### src/rtl/ps2_key_decoder.sv
module ps2_key_decoder #(
  parameter int FILT_LEN    = 8,
  parameter int TIMEOUT_CYC = 100000
) (
  input  logic       clk,
  input  logic       rst,
  input  logic       ps2_clk_i,
  input  logic       ps2_dat_i,
  output logic       key_valid_o,
  output logic [7:0] key_code_o,
  output logic       key_release_o,
  output logic       key_ext_o,
  output logic       frame_err_o
);
  localparam int FW = (FILT_LEN > 2) ? $clog2(FILT_LEN) : 1;
  localparam int TW = $clog2(TIMEOUT_CYC + 1);
  localparam logic [FW-1:0] FLAST = FW'(FILT_LEN - 1);
  localparam logic [TW-1:0] TLAST = TW'(TIMEOUT_CYC - 1);

  logic [1:0]    sync1, sync2, flt;
  logic [FW-1:0] fcnt [2];
  logic [3:0]    bitcnt;
  logic [9:0]    shreg;
  logic [TW-1:0] wcnt;
  logic          pend_rel, pend_ext;

  wire        fall     = flt[0] & ~sync2[0] & (fcnt[0] == FLAST);
  wire        done     = fall & (bitcnt == 4'd10);
  wire [10:0] frame    = {flt[1], shreg};
  wire [7:0]  byte_in  = frame[8:1];
  wire        frame_ok = ~frame[0] & frame[10] & (^frame[9:1]);

  always_ff @(posedge clk) begin
    if (rst) begin
      sync1 <= 2'b11;
      sync2 <= 2'b11;
      flt   <= 2'b11;
      for (int i = 0; i < 2; i++) fcnt[i] <= '0;
    end else begin
      sync1 <= {ps2_dat_i, ps2_clk_i};
      sync2 <= sync1;
      for (int i = 0; i < 2; i++) begin
        if (sync2[i] == flt[i]) fcnt[i] <= '0;
        else if (fcnt[i] == FLAST) begin
          flt[i]  <= sync2[i];
          fcnt[i] <= '0;
        end else fcnt[i] <= fcnt[i] + 1'b1;
      end
    end
  end

  always_ff @(posedge clk) begin
    if (rst) begin
      bitcnt <= '0;
      shreg  <= '0;
      wcnt   <= '0;
    end else if (fall) begin
      wcnt   <= '0;
      shreg  <= {flt[1], shreg[9:1]};
      bitcnt <= (bitcnt == 4'd10) ? 4'd0 : bitcnt + 4'd1;
    end else if (bitcnt == 4'd0) begin
      wcnt <= '0;
    end else if (wcnt == TLAST) begin
      wcnt   <= '0;
      bitcnt <= '0;
    end else begin
      wcnt <= wcnt + 1'b1;
    end
  end

  always_ff @(posedge clk) begin
    if (rst) begin
      key_valid_o   <= 1'b0;
      frame_err_o   <= 1'b0;
      key_code_o    <= '0;
      key_release_o <= 1'b0;
      key_ext_o     <= 1'b0;
      pend_rel      <= 1'b0;
      pend_ext      <= 1'b0;
    end else begin
      key_valid_o <= 1'b0;
      frame_err_o <= 1'b0;
      if (done) begin
        if (!frame_ok) begin
          frame_err_o <= 1'b1;
          pend_rel    <= 1'b0;
          pend_ext    <= 1'b0;
        end else if (byte_in == 8'hE0) begin
          pend_ext <= 1'b1;
        end else if (byte_in == 8'hF0) begin
          pend_rel <= 1'b1;
        end else begin
          key_valid_o   <= 1'b1;
          key_code_o    <= byte_in;
          key_release_o <= pend_rel;
          key_ext_o     <= pend_ext;
          pend_rel      <= 1'b0;
          pend_ext      <= 1'b0;
        end
      end
    end
  end
endmodule

### config.mk
export PLATFORM = sky130hd
export DESIGN_NAME = ps2_key_decoder
export DESIGN_NICKNAME = d
export VERILOG_FILES = /design/src/rtl/ps2_key_decoder.sv
export SDC_FILE = /design/constraint.sdc
export NUM_CORES = 1
export LEC_CHECK = 0
export ABC_AREA = 1
export CORE_MARGIN = 2
export CORE_UTILIZATION = 35
export CTS_CLUSTER_SIZE = 20
export DETAILED_ROUTE_END_ITERATION = 8
export GPL_ROUTABILITY_DRIVEN = 1
export HOLD_SLACK_MARGIN = 0.03
export SYNTH_ARGS = -nofsm -noshare
export SYNTH_HDL_FRONTEND = slang
export SYNTH_SLANG_ARGS = --single-unit
### constraint.sdc
create_clock -name clk -period 1.9 [get_ports clk]
set_input_delay 0.57 -clock clk [delete_from_list [all_inputs] [get_ports clk]]
set_output_delay 0.57 -clock clk [all_outputs]
set_load 0.02 [all_outputs]
==> results of run 1 <==
[synthesized netlist by cell type, types with 6 or more instances]
cell type  instances  area (um2)
nand2_1           53         199
dfxtp_1           51        1020
nor2_1            44         165
inv_1             38         143
a21oi_1           22         110
nand3_1           15        75.1
ha_1              14         175
o21ai_0           13        65.1
nand4_1            8        50.1
edfxtp_1           6         180
nand2_2            6        37.5
xor2_1             6        52.6
[where the power goes]
part	internal [mW]	switching [mW]	leakage, nW
clock	0.747	0.461	0.113
combinational	0.0306	0.0407	0.721
sequential	1.23	0.00533	0.477
[logic make-up (layout without fill, tap and decap cells)]
family | after synthesis | in the layout | synth area share [%]
and+or+nand+nor | 149 | 149 | 26.6
DFF | 57 | 57 | 46.4
buffers and inverters | 50 | 89 | 7.88
AOI/OAI and AO/OA | 42 | 42 | 9.14
adders and majority gates | 14 | 14 | 6.77
xor gates and xnor gates | 9 | 9 | 3.05
other | 1 | 6 | 0.145
[metrics by stage]
| step | area [um2] | hold slack (ns) |
|---|---|---|
| after floorplan | 2610 | 0.389 |
| after global placement | 2910 | 0.395 |
| after detailed placement | 2910 | 0.400 |
| after CTS | 3130 | 0.410 |
| after global routing | 3320 | 0.424 |
| final | 3320 | 0.406 |
[layer usage]
metal	GRT usage (%)	share of wire [%]	vias up
met3	3.44	2.7	14
met1	15.4	47	936
met4	8.85	3.3	0
met5	0	0	-
li1	-	-	1110
met2	18.9	47	30
[flip-flops by register name (all words and copies together) (netlist names), 2 cells and up]
name        count
bitcnt          4
fcnt            6
flt             2
key_code_o      8
shreg          10
sync1           2
sync2           2
wcnt           17
[what timing repair did]
action,in CTS,in global routing
endpoints found under the hold margin,0,0
gates resized for setup,0,31
endpoints found under the setup margin,0,12
setup buffers,0,5
[final cells by class]
| class | instances | area, um2 | area share, % |
|---|---|---|---|
| Multi-Input combinational cell | 220 | 1290 | 38.7 |
| Sequential cell | 57 | 1210 | 36.4 |
| Timing Repair Buffer | 31 | 320 | 9.65 |
| Clock buffer | 14 | 183 | 5.50 |
| Inverter | 42 | 163 | 4.90 |
| Tap cell | 99 | 124 | 3.73 |
| Clock inverter | 2 | 35.0 | 1.06 |
[worst max-delay path: cells and delay by family (launching register included)]
| family | cells | cell delay (ns) |
|---|---|---|
| adder cells (fa/ha/maj) | 1 | 0.29 |
| AND/OR/NAND/NOR | 8 | 0.77 |
| buffers and inverters | 3 | 0.32 |
| AO/OA/AOI/OAI | 1 | 0.15 |
| flip-flops | 1 | 0.33 |
[worst min-delay path by stage]
stage,start,cells past startpoint,end
floorplan,sync1[0],1,sync2[0]
global placement,sync1[0],1,sync2[0]
detailed placement,sync1[0],1,sync2[0]
CTS,sync1[1],1,sync2[1]
global route,sync1[0],1,sync2[0]
finish,sync1[1],1,sync2[1]
==> results by group, run 1 <==
Logic synthesis
  • Yosys warns: 0
  • Fraction of registers with async set/reset: 0%
  • Post-synthesis average cell area: around 8 um2
  • Unique masters post-synth: 35
  • Synth Instances: roughly 320
  • Post-Syn Area: 2590 um2
  • Register area share after synthesis: a little under half
  • Prevailing post-synth register cell: dfxtp_1
  • Synth Register Bits: 57
  • EDFF count, synth: 6

Critical path
  • CP most frequent cell: nand2_2
  • RR Startpoint: shreg[4]
  • Critical Path, Cell by Cell: inv_2 -> ha_4 -> inv_2 -> nand2_1 -> nand2_2 -> nand2_2 -> nand2_2 -> a21oi_4 -> nand2_4 -> nor3_4 -> clkbuf_16 -> nor2_1 -> nor2_1
  • Crit path to: key_code_o[2]
  • Worst EP arrival: approximately 2.2 ns
  • Largest stage delay on the critical path: 0.33 ns
  • FF-to-FF setup slack: -0.03 ns
  • Worst Path Class, Setup: flop to flop
  • Critical Path Fanout Max: 10
  • Critical Path End Type: flop
  • Worst setup SP type: flop
  • CP max stage cell: dfxtp_2
  • Worst r2r path cells: 13
  • CP required: 2.17 ns
  • R2R Path End: key_code_o[2]
  • Worst setup path start: shreg[4]

Floorplan
  • Core area: slightly above 7000 um2
  • Die Ht: 90.0 um
  • Initial core utilization: a little over a third
  • Site row count: 31
  • Chip Width: between 80 and 90 um
  • Die Footprint: ~8100 um2
  • I/O pin count: 16

STA
  • Count of final hold-check violations: 0
  • Slew Limit Fails: 0
  • Final worst setup slack: -0.0308 ns
  • Minimum clock period: 1.93 ns
  • Maximum clock frequency: 518 MHz
  • RSZ-0062 raised after global routing: true
  • Tcrit/Tclk final: 102%
  • Setup-failing EPs final: 6
  • Final Skew: approximately 0.0079 ns
  • Setup_tns: -0.156 ns

Cells and area
  • Nets: ~380
  • P&R area growth vs syn: 28.3%
  • Number of non-filler instances in the completed layout: ~470
  • Layout cells sized above 1: a little over a fifth
  • Number of antenna cells inserted: 0
  • Most frequent cells in the layout: 48 x nand2_1, 45 x dfxtp_1, 42 x nor2_1
  • Fillers: ~720
  • Commonest non-fill, non-tap cell in the layout: nand2_1
  • Fin util: around 46%

Drt
  • WL final: approximately 4.8 mm
  • Drc violations: 0
  • WL per Instance: between 10 and 15 um
  • DRT Pass-1 Iters: 4
  • Post-route ant nets: 0
  • Via/cell ratio: between 4 and 5
  • DR vias: about 2,100
  • Initial DRC Count: 70

Placement
  • Gp weighted congestion: 0.802
  • Placed cells: between 400 and 500
  • Dpl hpwl: around 3.3 mm
  • Pre-CTS setup slack: approximately 0.032 ns
  • # port buffers: 15

GRT
  • Initial antenna violation count: 0
  • First-pass GRT wire length: a little over 8 mm
  • GRT Total Usage: around 12%
  • Vias in the first global route: ~1,900
  • Largest net degree at the start of global routing: 23
  • Grt ovf: 0

Min path
  • Hold/Removal Path Class: flop to flop

Power
  • Pwr Total: roughly 2.5 mW
  • Worst vdd ir: about 360 uV
  • Leakage: 1.31 nW
  • Cell area power density: 757 nW/um2

CTS
  • CTS Root Cell: clkbuf_8
  • TritonCTS Buffers: 9
  • Clock slew at reported path FFs: about 0.060 ns
  • Hold Buf Count CTS: 0
  • Clock buffer depth: 2
  • CTS tree: yes
  • Clock Sinks: 57
  • H-tree Lvls: 3
  • Worst skew pair latency: 0.34 ns

Flow run
  • Number of max-cap violations: 0

Run status
  • Status: finished with violations
  • Failing checks: negative setup slack
(Power assumes the default switching activity.)
==> run 2, diff against run 1 <==
HOLD_SLACK_MARGIN = 0.06   (was 0.03)
clock period = 1.7 ns   (was 1.9 ns; I/O delays follow)
==> run 2 against run 1 <==
  * Critical path type unchanged
  * Register-to-register slack got worse by 0.12 ns
  * Hold slack got worse by 0.0041 ns
  * Critical path depth fell by 2
  * Utilization rose by 0.10 points
  * Clock skew fell by 0.00056 ns
  * The flow still finishes with violations (negative setup slack)
  * Wire length fell by 0.60%
  * Maximum frequency rose by 4.3%
  * Non-clock buffer count rose by 12
  * Largest power group unchanged
  * Worst setup slack got worse by 0.12 ns
  * Die area did not move
==> results by group, run 2 (synthesis gave the netlist of run 1 again) <==
GRT
  • Largest net degree at the start of global routing: 21 (-8.7%)
  • GR met3 Demand/Resource: 3.60% (+0.17 points)
  • GRT met1 Usage: 15.9% (+0.52 points)
  • Met2 Use GR: 19.8% (+0.95 points)
  • Grt ovf: 0 (unchanged)
  • First-pass GRT wire length: 8.44 mm (+4.3%)
  • GRT Total Usage: 12.8% (+0.35 points)
  • Layer with the highest usage: met2
  • Initial antenna violation count: 0 (unchanged)
  • Vias in the first global route: 1,990 (+4.3%)

Cells and area
  • Number of antenna cells inserted: 0 (unchanged)
  • Max reg flops: 17 (unchanged)
  • Top reg by flops: wcnt
  • Register Area: 1210 um2 (-0.10%)
  • Area of the multi-input gates: 1290 um2 (+0.68%)
  • Most frequent cells in the layout: 47 x nand2_1, 46 x dfxtp_1, 41 x nor2_1
  • Nets: 391 (+3.2%)
  • Layout cells sized above 1: 23.9% (+2.4 points)
  • Commonest non-fill, non-tap cell in the layout: nand2_1
  • Fin util: 46.1% (+0.10 points)
  • Fillers: 746 (+4.0%)
  • Fin area: 3330 um2 (+0.23%)
  • Number of non-filler instances in the completed layout: 475 (+2.2%)
  • Top Registers: wcnt: 17 flops, shreg: 10 flops, key_code_o: 8 flops
  • P&R area growth vs syn: 28.6%

Critical path
  • R2R Path End: key_valid_o
  • RR Startpoint: shreg[7]
  • Worst setup SP type: flop
  • Worst Path Class, Setup: flop to flop
  • Critical Path Fanout Max: 3 (-7)
  • Worst r2r path cells: 11 (-2)
  • Worst EP arrival: 2.05 ns (-0.15 ns)
  • Critical Path End Type: flop
  • CP required: 1.89 ns (-0.28 ns)
  • FF-to-FF setup slack: -0.15 ns (-0.12 ns)

Min path
  • Hold EP: sync2[1]
  • Hold Path Stages: 1 (unchanged)
  • HP Start: sync1[1]
  • Hold/Removal Path Class: flop to flop

Drt
  • WL final: 4.78 mm (-0.60%)
  • Drc violations: 0 (unchanged)
  • Post-route ant nets: 0 (unchanged)
  • Initial DRC Count: 42 (-40%)
  • DRT Pass-1 Iters: 6 (+2)
  • DR vias: 2,065 (-1.2%)
  • WL per Instance: 10.1 um (-2.7%)
  • Via/cell ratio: 4.35 (-3.3%)

STA
  • RSZ-0062 raised after global routing: true
  • Final worst setup slack: -0.151 ns (-0.121 ns)
  • Setup-failing EPs final: 12 (+6)
  • Slew Limit Fails: 0 (unchanged)
  • Final Skew: 0.00732 ns (-0.000560 ns)
  • Count of final hold-check violations: 0 (unchanged)
  • Tcrit/Tclk final: 109% (+7.3 points)
  • Minimum clock period: 1.85 ns (-0.0794 ns)
  • Setup_tns: -1.05 ns (-0.890 ns)
  • Maximum clock frequency: 540 MHz (+4.3%)

Placement
  • Area post-placement: 3060 um2 (+4.9%)
  • Placed cells: 456 (+3.2%)
  • Dpl hpwl: 3.33 mm (+2.2%)
  • # port buffers: 15 (unchanged)
  • Gp weighted congestion: 0.791 (-1.4%)

CTS
  • Hold Buf Count CTS: 0 (unchanged)
  • Worst skew pair latency: 0.33 ns (about the same)
  • Clock slew at reported path FFs: 0.06 ns (about the same)
  • TritonCTS Buffers: 9 (unchanged)
  • CTS tree: yes
  • H-tree Lvls: 3 (unchanged)
  • Clock buffer depth: 2 (unchanged)
  • Clock Sinks: 57 (unchanged)
  • CTS Root Cell: clkbuf_8

Run status
  • Status: finished with violations
  • Failing checks: negative setup slack

Floorplan
  • Die Footprint: 8100 um2 (unchanged)
  • Site row count: 31 (unchanged)
  • Die Ht: 90.0 um (unchanged)
  • Chip Width: 90.0 um (unchanged)
  • Core area: 7210 um2 (unchanged)
  • Initial core utilization: 35.9% (unchanged)
  • I/O pin count: 16 (unchanged)

Flow run
  • Number of max-cap violations: 0 (unchanged)

Power
  • Cell area power density: 738 nW/um2 (-2.5%)
  • Worst vdd ir: 453 uV (+25%)
  • Leakage: 1.35 nW (+2.9%)
-- run 2: cell count changes in the layout (fill, tap and decap cells not counted), sizes merged --
cell / previous run / this run
clkdlybuf4s50: 14 / 3
buf: 14 / 27
clkbuf: 16 / 14
dlygate4sd2: 0 / 12
bufinv: 1 / 0
dlymetal6s2s: 1 / 0
-- run 2: area by class of cell --
type                            count  area share (%)
Timing Repair Buffer               43            12.0
Inverter                           42            4.74
Multi-Input combinational cell    220            38.9
Sequential cell                    57            36.3
Clock buffer                       13            4.17
Clock inverter                      1           0.150
Tap cell                           99            3.72
-- run 2: what timing repair did --
item / CTS / global route
gates resized for setup: 17 / 18
pin swaps: 3 / 0
buffers inserted: 1 / 2
endpoints found under the hold margin: 0 / 0
gates cloned: 1 / 1
setup endpoints to repair: 23 / 19
-- run 2: worst max-delay path by stage --
stage          startpoint  cells past startpoint  slack [ns]             to
2_1_floorplan    shreg[5]                     14       -0.05      key_ext_o
3_3_place_gp     shreg[1]                     14       -0.08  key_code_o[2]
3_5_place_dp     shreg[3]                     14       -0.10  key_code_o[0]
4_1_cts          shreg[5]                     15       -0.08  key_code_o[0]
5_1_grt        fcnt[0][0]                     11       -0.23  key_code_o[5]
6_report         shreg[7]                     11       -0.15    key_valid_o
-- run 2: routing by layer --
metal | wire (um) | up-vias
li1 | - | 1137
met1 | 2390 | 897
met2 | 2160 | 26
met3 | 153 | 5
met4 | 73 | 0
met5 | 0 | -
-- run 2: critical path, cell delays in order (launching register included) --
cell,delay [ns]
dfxtp_1,0.34
ha_4,0.28
inv_1,0.05
nand2_1,0.06
nand2_2,0.06
nand2_2,0.07
nand2_2,0.06
a21oi_4,0.13
nand2_2,0.09
buf_4,0.13
buf_4,0.13
nor4_1,0.30
-- run 2: stage by stage --
step	hold slack, ns	worst slack, ns	total power [mW]
final	0.402	-0.151	2.46
after global placement	0.391	-0.0822	1.48
after global routing	0.430	-0.227	2.56
after detailed placement	0.399	-0.105	1.48
after floorplan	0.389	-0.0489	1.46
after CTS	0.406	-0.0803	2.49
-- run 2: power by group --
group / switching [mW] / leakage (nW) / internal (mW)
Sequential: 0.00575 / 0.476 / 1.37
Combinational: 0.0450 / 0.799 / 0.0368
Clock: 0.485 / 0.0733 / 0.512
